===== src/rtl/pcm_port_pkg.sv =====
package pcm_port_pkg;

    typedef enum logic [1:0] {
        PM_COMP = 2'b00,
        PM_LIN  = 2'b01,
        PM_CHA  = 2'b10,
        PM_CHB  = 2'b11
    } pcm_mode_e;

    localparam int SAMPLE_W = 16;
    localparam int COMP_W   = 8;
    localparam int LIN_SIG  = 14;
    localparam int IDX_W    = $clog2(SAMPLE_W);
    localparam int NIDX_W   = $clog2(COMP_W);

    typedef struct packed {
        logic             active;
        logic             last;
        logic             wide;
        logic [IDX_W-1:0] idx;
    } slot_pos_t;

    function automatic logic pick_bit(input logic [SAMPLE_W-1:0] w,
                                      input logic [IDX_W-1:0]    idx,
                                      input logic                wide);
        if (wide)
            return (idx < IDX_W'(LIN_SIG)) ? w[SAMPLE_W-1-int'(idx)] : 1'b0;
        else
            return w[COMP_W-1-int'(idx[NIDX_W-1:0])];
    endfunction

endpackage


===== src/rtl/pcm_frame_timer.sv =====
module pcm_frame_timer
    import pcm_port_pkg::*;
#(
    parameter int KW = 9
) (
    input  logic          clk,
    input  logic          rst,
    input  logic          bclk,
    input  logic          fsync,
    input  pcm_mode_e     mode_in,
    output logic          rise,
    output logic          fall,
    output logic          fs_fall,
    output logic          frame_start,
    output logic [KW-1:0] k_now,
    output pcm_mode_e     mode_eff,
    output logic          long_eff
);
    localparam logic [KW-1:0] K_MAX = '1;

    logic          bclk_q;
    logic          fs_q;
    logic          fs_last;
    logic [1:0]    hi_cnt;
    logic          long_det;
    logic          long_f;
    logic [KW-1:0] pos;
    pcm_mode_e     mode_f;

    assign rise        = bclk & ~bclk_q;
    assign fall        = ~bclk & bclk_q;
    assign fs_fall     = fs_q & ~fsync;
    assign frame_start = rise & fsync & ~fs_last;
    assign k_now       = frame_start ? '0 : ((pos == K_MAX) ? pos : pos + KW'(1));
    assign mode_eff    = frame_start ? mode_in : mode_f;
    assign long_eff    = frame_start ? long_det : long_f;

    always_ff @(posedge clk) begin
        if (rst) begin
            bclk_q   <= 1'b0;
            fs_q     <= 1'b0;
            fs_last  <= 1'b0;
            hi_cnt   <= 2'd0;
            long_det <= 1'b0;
            long_f   <= 1'b0;
            pos      <= K_MAX;
            mode_f   <= PM_COMP;
        end else begin
            bclk_q <= bclk;
            fs_q   <= fsync;
            if (rise) begin
                fs_last <= fsync;
                pos     <= k_now;
                if (fsync)
                    hi_cnt <= frame_start ? 2'd1 : ((hi_cnt == 2'd3) ? 2'd3 : hi_cnt + 2'd1);
                else if (fs_last)
                    long_det <= (hi_cnt >= 2'd2);
                if (frame_start) begin
                    mode_f <= mode_in;
                    long_f <= long_det;
                end
            end
        end
    end
endmodule


===== src/rtl/pcm_slot_window.sv =====
module pcm_slot_window
    import pcm_port_pkg::*;
#(
    parameter int KW       = 9,
    parameter int CHA_SLOT = 2,
    parameter int CHB_SLOT = 3
) (
    input  logic [KW-1:0] k_now,
    input  pcm_mode_e     mode_eff,
    input  logic          long_eff,
    output slot_pos_t     sp
);
    localparam logic [KW-1:0] ST_CHA = KW'(1 + COMP_W * CHA_SLOT);
    localparam logic [KW-1:0] ST_CHB = KW'(1 + COMP_W * CHB_SLOT);

    logic [KW-1:0] start;
    logic [KW-1:0] len;
    logic [KW-1:0] off;

    always_comb begin
        unique case (mode_eff)
            PM_COMP: start = long_eff ? KW'(0) : KW'(1);
            PM_LIN:  start = KW'(1);
            PM_CHA:  start = ST_CHA;
            default: start = ST_CHB;
        endcase
        len       = (mode_eff == PM_LIN) ? KW'(SAMPLE_W) : KW'(COMP_W);
        off       = k_now - start;
        sp.active = (k_now >= start) && (off < len);
        sp.last   = (off == len - KW'(1));
        sp.wide   = (mode_eff == PM_LIN);
        sp.idx    = off[IDX_W-1:0];
    end
endmodule


===== src/rtl/pcm_tx_drv.sv =====
module pcm_tx_drv
    import pcm_port_pkg::*;
(
    input  logic                clk,
    input  logic                rst,
    input  logic                rise,
    input  logic                fs_fall,
    input  logic                frame_start,
    input  logic [SAMPLE_W-1:0] tx_sample,
    input  slot_pos_t           sp,
    input  pcm_mode_e           mode_eff,
    input  logic                long_eff,
    output logic                tx_data,
    output logic                tx_oe
);
    logic [SAMPLE_W-1:0] txbuf;
    logic [SAMPLE_W-1:0] word;
    logic                lsb_long;

    assign word = frame_start ? tx_sample : txbuf;

    always_ff @(posedge clk) begin
        if (rst) begin
            txbuf    <= '0;
            tx_data  <= 1'b0;
            tx_oe    <= 1'b0;
            lsb_long <= 1'b0;
        end else if (rise) begin
            if (frame_start)
                txbuf <= tx_sample;
            tx_oe    <= sp.active;
            tx_data  <= sp.active ? pick_bit(word, sp.idx, sp.wide) : 1'b0;
            lsb_long <= sp.active & sp.last & (mode_eff == PM_COMP) & long_eff;
        end else if (fs_fall && lsb_long && tx_oe) begin
            tx_oe <= 1'b0;
        end
    end
endmodule


===== src/rtl/pcm_rx_cap.sv =====
module pcm_rx_cap
    import pcm_port_pkg::*;
(
    input  logic                clk,
    input  logic                rst,
    input  logic                rise,
    input  logic                fall,
    input  logic                rx_in,
    input  logic                win_in,
    input  logic                last_in,
    input  logic                wide_in,
    output logic [SAMPLE_W-1:0] rx_sample,
    output logic                rx_valid
);
    logic                win;
    logic                last;
    logic                wide;
    logic [SAMPLE_W-1:0] sh;
    logic [SAMPLE_W-1:0] shifted;

    assign shifted = {sh[SAMPLE_W-2:0], rx_in};

    always_ff @(posedge clk) begin
        if (rst) begin
            win       <= 1'b0;
            last      <= 1'b0;
            wide      <= 1'b0;
            sh        <= '0;
            rx_sample <= '0;
            rx_valid  <= 1'b0;
        end else begin
            rx_valid <= 1'b0;
            if (rise) begin
                win  <= win_in;
                last <= last_in;
                wide <= wide_in;
            end else if (fall && win) begin
                sh  <= shifted;
                win <= 1'b0;
                if (last) begin
                    rx_valid  <= 1'b1;
                    rx_sample <= wide ? {shifted[SAMPLE_W-1:SAMPLE_W-LIN_SIG], (SAMPLE_W-LIN_SIG)'(0)}
                                      : {(SAMPLE_W-COMP_W)'(0), shifted[COMP_W-1:0]};
                end
            end
        end
    end
endmodule


===== src/rtl/pcm_serial_port.sv =====
module pcm_serial_port
    import pcm_port_pkg::*;
#(
    parameter int FRAME_BITS = 256,
    parameter int CHA_SLOT   = 2,
    parameter int CHB_SLOT   = 3
) (
    input  logic        clk,
    input  logic        rst,
    input  logic        bclk,
    input  logic        fsync,
    input  logic [1:0]  mode_sel,
    input  logic [15:0] tx_sample,
    input  logic        rx_in,
    output logic        tx_data,
    output logic        tx_oe,
    output logic [15:0] rx_sample,
    output logic        rx_valid
);
    localparam int KW = $clog2(FRAME_BITS) + 1;

    logic          rise;
    logic          fall;
    logic          fs_fall;
    logic          frame_start;
    logic [KW-1:0] k_now;
    pcm_mode_e     mode_eff;
    logic          long_eff;
    slot_pos_t     sp;

    pcm_frame_timer #(.KW(KW)) u_timer (
        .clk(clk), .rst(rst), .bclk(bclk), .fsync(fsync),
        .mode_in(pcm_mode_e'(mode_sel)),
        .rise(rise), .fall(fall), .fs_fall(fs_fall), .frame_start(frame_start),
        .k_now(k_now), .mode_eff(mode_eff), .long_eff(long_eff)
    );

    pcm_slot_window #(.KW(KW), .CHA_SLOT(CHA_SLOT), .CHB_SLOT(CHB_SLOT)) u_win (
        .k_now(k_now), .mode_eff(mode_eff), .long_eff(long_eff), .sp(sp)
    );

    pcm_tx_drv u_tx (
        .clk(clk), .rst(rst), .rise(rise), .fs_fall(fs_fall),
        .frame_start(frame_start), .tx_sample(tx_sample), .sp(sp),
        .mode_eff(mode_eff), .long_eff(long_eff),
        .tx_data(tx_data), .tx_oe(tx_oe)
    );

    pcm_rx_cap u_rx (
        .clk(clk), .rst(rst), .rise(rise), .fall(fall), .rx_in(rx_in),
        .win_in(sp.active), .last_in(sp.last), .wide_in(sp.wide),
        .rx_sample(rx_sample), .rx_valid(rx_valid)
    );
endmodule


===== config.mk =====
export PLATFORM = sky130hd
export DESIGN_NAME = pcm_serial_port
export DESIGN_NICKNAME = d
export VERILOG_FILES = /design/src/rtl/pcm_port_pkg.sv /design/src/rtl/pcm_frame_timer.sv /design/src/rtl/pcm_slot_window.sv /design/src/rtl/pcm_tx_drv.sv /design/src/rtl/pcm_rx_cap.sv /design/src/rtl/pcm_serial_port.sv
export SDC_FILE = /design/constraint.sdc
export NUM_CORES = 1
export LEC_CHECK = 0
export BUFFER_PORTS_ARGS = -buffer_cell sky130_fd_sc_hd__buf_4
export CAP_MARGIN = 20
export CORE_MARGIN = 8
export CORE_UTILIZATION = 28
export CTS_BUF_LIST = sky130_fd_sc_hd__clkbuf_8
export DETAILED_ROUTE_END_ITERATION = 6
export PLACE_DENSITY = 0.47
export SKIP_CTS_REPAIR_TIMING = 1
export SLEW_MARGIN = 20
export SYNTH_ARGS = -nofsm -noshare
export SYNTH_HDL_FRONTEND = slang
export SYNTH_SLANG_ARGS = --single-unit

===== constraint.sdc =====
create_clock -name clk -period 5.3 [get_ports clk]
set_input_delay 0 -clock clk [delete_from_list [all_inputs] [get_ports clk]]
set_output_delay 0 -clock clk [all_outputs]
set_load 0.02 [all_outputs]

==> metrics.txt <==
headroom to the max-slew limit=35.6%; post-synthesis sequential area ratio=38.9%; CP Class=reg -> reg; multi-input logic area=2030 um2; crit start category=register; placeable core area=13,100 um2; synthesized area=3700 um2; Post-Synth XOR/XNOR Area=1.18%; initial core utilization=28.3%; final setup fails=0; worst path required time=5.57 ns; Seq pwr share=39.8%; max-slew violations=0; post-synthesis mux area share=6.86%; R2R setup slack=0.81 ns; status=complete, no violations; Top Family by Delay on Critical Path=compound AO/OA/AOI/OAI gates; layout cells sized above 1=16.1%; Sink Count=72; Avg Cell Area, Syn=8.21 um2; NumNets Final=526; reg2reg end=u_tx.lsb_long$_SDFFE_PP0N_; RSZ-0062 raised after global routing=false; RePlAce Congestion=0.862; skew final=0.0149 ns; Layout area overhead=20.3%; commonest cells after routing, fill and taps aside=93 x nand2_1, 72 x dfxtp_1, 54 x a21oi_1, 44 x buf_4, 28 x nor2_1; min-delay src=mode_sel[1]; Wirelength per Cell=14.0 um; synth unique cells=59; PD cells=323 nW/um2; Setup Total Neg Slack=0 ns; Max Root-Sink Buffers=2; Routed Antenna Nets=0; placed cell area=4050 um2; Skew-Pair Late Insertion Delay=0.37 ns; via count of the first global-routing pass=3,193; Leakage=1.66 nW; area share of fa/ha/maj cells after synthesis=3.38%; Post-synth ARST share=0%; global-route wire length before repair=15,700 um; cell depth of the worst flop-to-flop path=14; CP bufs+invs=0; Final period util=84.7%; R2R Path Start=u_timer.bclk_q$_SDFF_PP0_; hold crit path type=in -> reg; hold slack final=0.0351 ns; Die W=131 um; FF+latch count, synth=72; Worst-path clk slew=0.09 ns; gr usage total=11.6%; Residual DRC=0; # fillers=1,362; Reg area=1440 um2; top cell type by total area after synthesis=dfxtp_1; GR Overflow Total=0; CTS Buf Count=9; ys flop type=dfxtp_1; I/O pins=42; initial antenna violation count=0; Post-Syn Nets=484; Synth Area in Compound Gates=19.5%; internal power=0.943 mW; post-route cell area=4460 um2; Psw=0.498 mW; average vias per placed instance=4.87; Clk network pwr share=31.9%; Site Rows=42; Hold Path Sink=u_timer.mode_f[1]$_SDFFE_PP0N_; most used cell, CP=ha_1; largest family of logic cells by synthesized area=simple AND/OR/NAND/NOR gates; Max FO, Critical Path=14; fin util=34.1%; WHS Path Cells=3; Comb power frac=28.3%; switch share=34.6%; fin crit period=4.49 ns; Post-synth EDFFs=0; element type at the critical path end=register; commonest non-fill, non-tap cell in the layout=nand2_1; Critical Path AT=4.76 ns; Max Freq=223 MHz; Slowest-stage cell, CP=and4bb_1; Root Driver=clkbuf_8; worst vdd ir=0.150 mV; largest net degree at the start of global routing=73; Area contributors post-synth=dfxtp_1 39%, nand2_1 9.4%, a21oi_1 7.3%, mux2i_1 5.9%, ha_1 3.4%; cell count after synthesis=451; dpl hpwl=6410 um; Syn. warnings=0; CP cell instances=and4bb_1 > mux2i_1 > ha_1 > nand2_1 > nand3_1 > ha_1 > ha_1 > o2111ai_1 > a31oi_1 > xnor2_1 > ha_1 > a21oi_1 > o2111ai_2 > o41ai_2; Worst Max-Slew Pin Slew=0.966 ns; post-synth top area share=38.9%; Via Count=3,283; TritonCTS clock tree=yes; final hold viol count=0; Die Height=131 um; WL final=9430 um; delay of the slowest critical-path stage=0.72 ns; Max Cap Viol=0; Synth Area in Simple Gates=23.9%; htree depth=3; DRT Pass-1 Iters=5; diodes inserted=0; Initial DRC Count=203; die footprint=17,200 um2; port bufs=41
[registers in the layout, indices dropped and copies added, names as in the netlist, 2 cells and up]
register / count
u_rx.rx_sample: 16
u_rx.sh: 15
u_timer.hi_cnt: 2
u_timer.mode_f: 2
u_timer.pos: 9
u_tx.txbuf: 16
[per-layer routing]
layer / up-vias / track usage, % / wire length [um]
met4: 0 / 6.14 / 154
met2: 61 / 17.4 / 4370
met3: 11 / 2.27 / 339
met5: - / 0 / 0
li1: 1667 / - / -
met1: 1544 / 15.4 / 4560
[synth_stat cells, drive strengths merged, types with 2 or more instances]
library cell and instances:
a31oi 8, clkbuf 19, a211o 7, o31ai 4, nand4 3, ha 10, nor2b 6, a21oi 54
a211oi 3, o211ai 2, nand3b 5, a21boi 2, and3 4, nand2b 3, o2111ai 2, dfxtp 72
buf 14, xnor2 5, o21ai 14, nor2 28, mux2i 22, a311oi 2, o21bai 2, inv 9
nor3 13, and2 3, nor3b 3, nand3 18, a32oi 2, mux2 3, or2 2, nand2 93
or3 3
[final cells by class]
class / instances / area share, %
inverters: 9 / 0.758
repair buffers: 64 / 11.9
multi-input cells: 337 / 45.5
well taps: 176 / 4.94
clock buffers: 9 / 2.78
flip-flops and latches: 72 / 32.3
clock inverters: 7 / 1.80
[power by group through the flow]
| stage | clock [mW] | combinational, mW | sequential [mW] |
|---|---|---|---|
| 2_1_floorplan | 0 | 0.324 | 0.577 |
| 3_3_place_gp | 0 | 0.389 | 0.586 |
| 3_5_place_dp | 0 | 0.393 | 0.586 |
| 4_1_cts | 0.477 | 0.396 | 0.574 |
| 5_1_grt | 0.502 | 0.453 | 0.577 |
| 6_report | 0.460 | 0.407 | 0.574 |
[kinds of logic (layout without fill, tap and decap cells)]
group | Yosys count | after routing
flip-flops | 72 | 72
multiplexers | 25 | 25
buffers and inverters | 42 | 89
AO/OA/AOI/OAI | 108 | 108
adder cells (fa/ha/maj) | 10 | 10
AND/OR/NAND/NOR | 189 | 189
XOR/XNOR | 5 | 5
[worst max-delay path by stage]
stage / startpoint / end / slack, ns / cells past startpoint
2_1_floorplan: u_timer.bclk_q$_SDFF_PP0_ / u_tx.lsb_long$_SDFFE_PP0N_ / 1.33 / 19
3_5_place_dp: u_timer.bclk_q$_SDFF_PP0_ / u_tx.lsb_long$_SDFFE_PP0N_ / 0.74 / 13
5_1_grt: u_timer.bclk_q$_SDFF_PP0_ / u_tx.lsb_long$_SDFFE_PP0N_ / 0.39 / 14
4_1_cts: u_timer.bclk_q$_SDFF_PP0_ / u_tx.lsb_long$_SDFFE_PP0N_ / 0.72 / 13
3_3_place_gp: u_timer.bclk_q$_SDFF_PP0_ / u_tx.lsb_long$_SDFFE_PP0N_ / 0.95 / 13
6_report: u_timer.bclk_q$_SDFF_PP0_ / u_tx.lsb_long$_SDFFE_PP0N_ / 0.81 / 14
[worst reg2reg max path, cell delays in order, from the launching register on]
cell,delay (ns)
dfxtp_1,0.34
and4bb_1,0.72
mux2i_1,0.48
ha_1,0.25
nand2_1,0.05
nand3_1,0.08
ha_1,0.18
ha_1,0.44
o2111ai_1,0.27
a31oi_1,0.38
xnor2_1,0.22
ha_1,0.29
a21oi_1,0.17
o2111ai_2,0.20
o41ai_2,0.36
[through the flow]
stage / power, mW / std cells / worst slack [ns]
after global placement: 0.975 / 638 / 0.948
after detailed placement: 0.979 / 638 / 0.739
after floorplan: 0.900 / 451 / 1.33
final: 1.44 / 674 / 0.812
after CTS: 1.45 / 654 / 0.722
after global routing: 1.53 / 674 / 0.391
No activity file was read; power rests on OpenSTA's default activity.
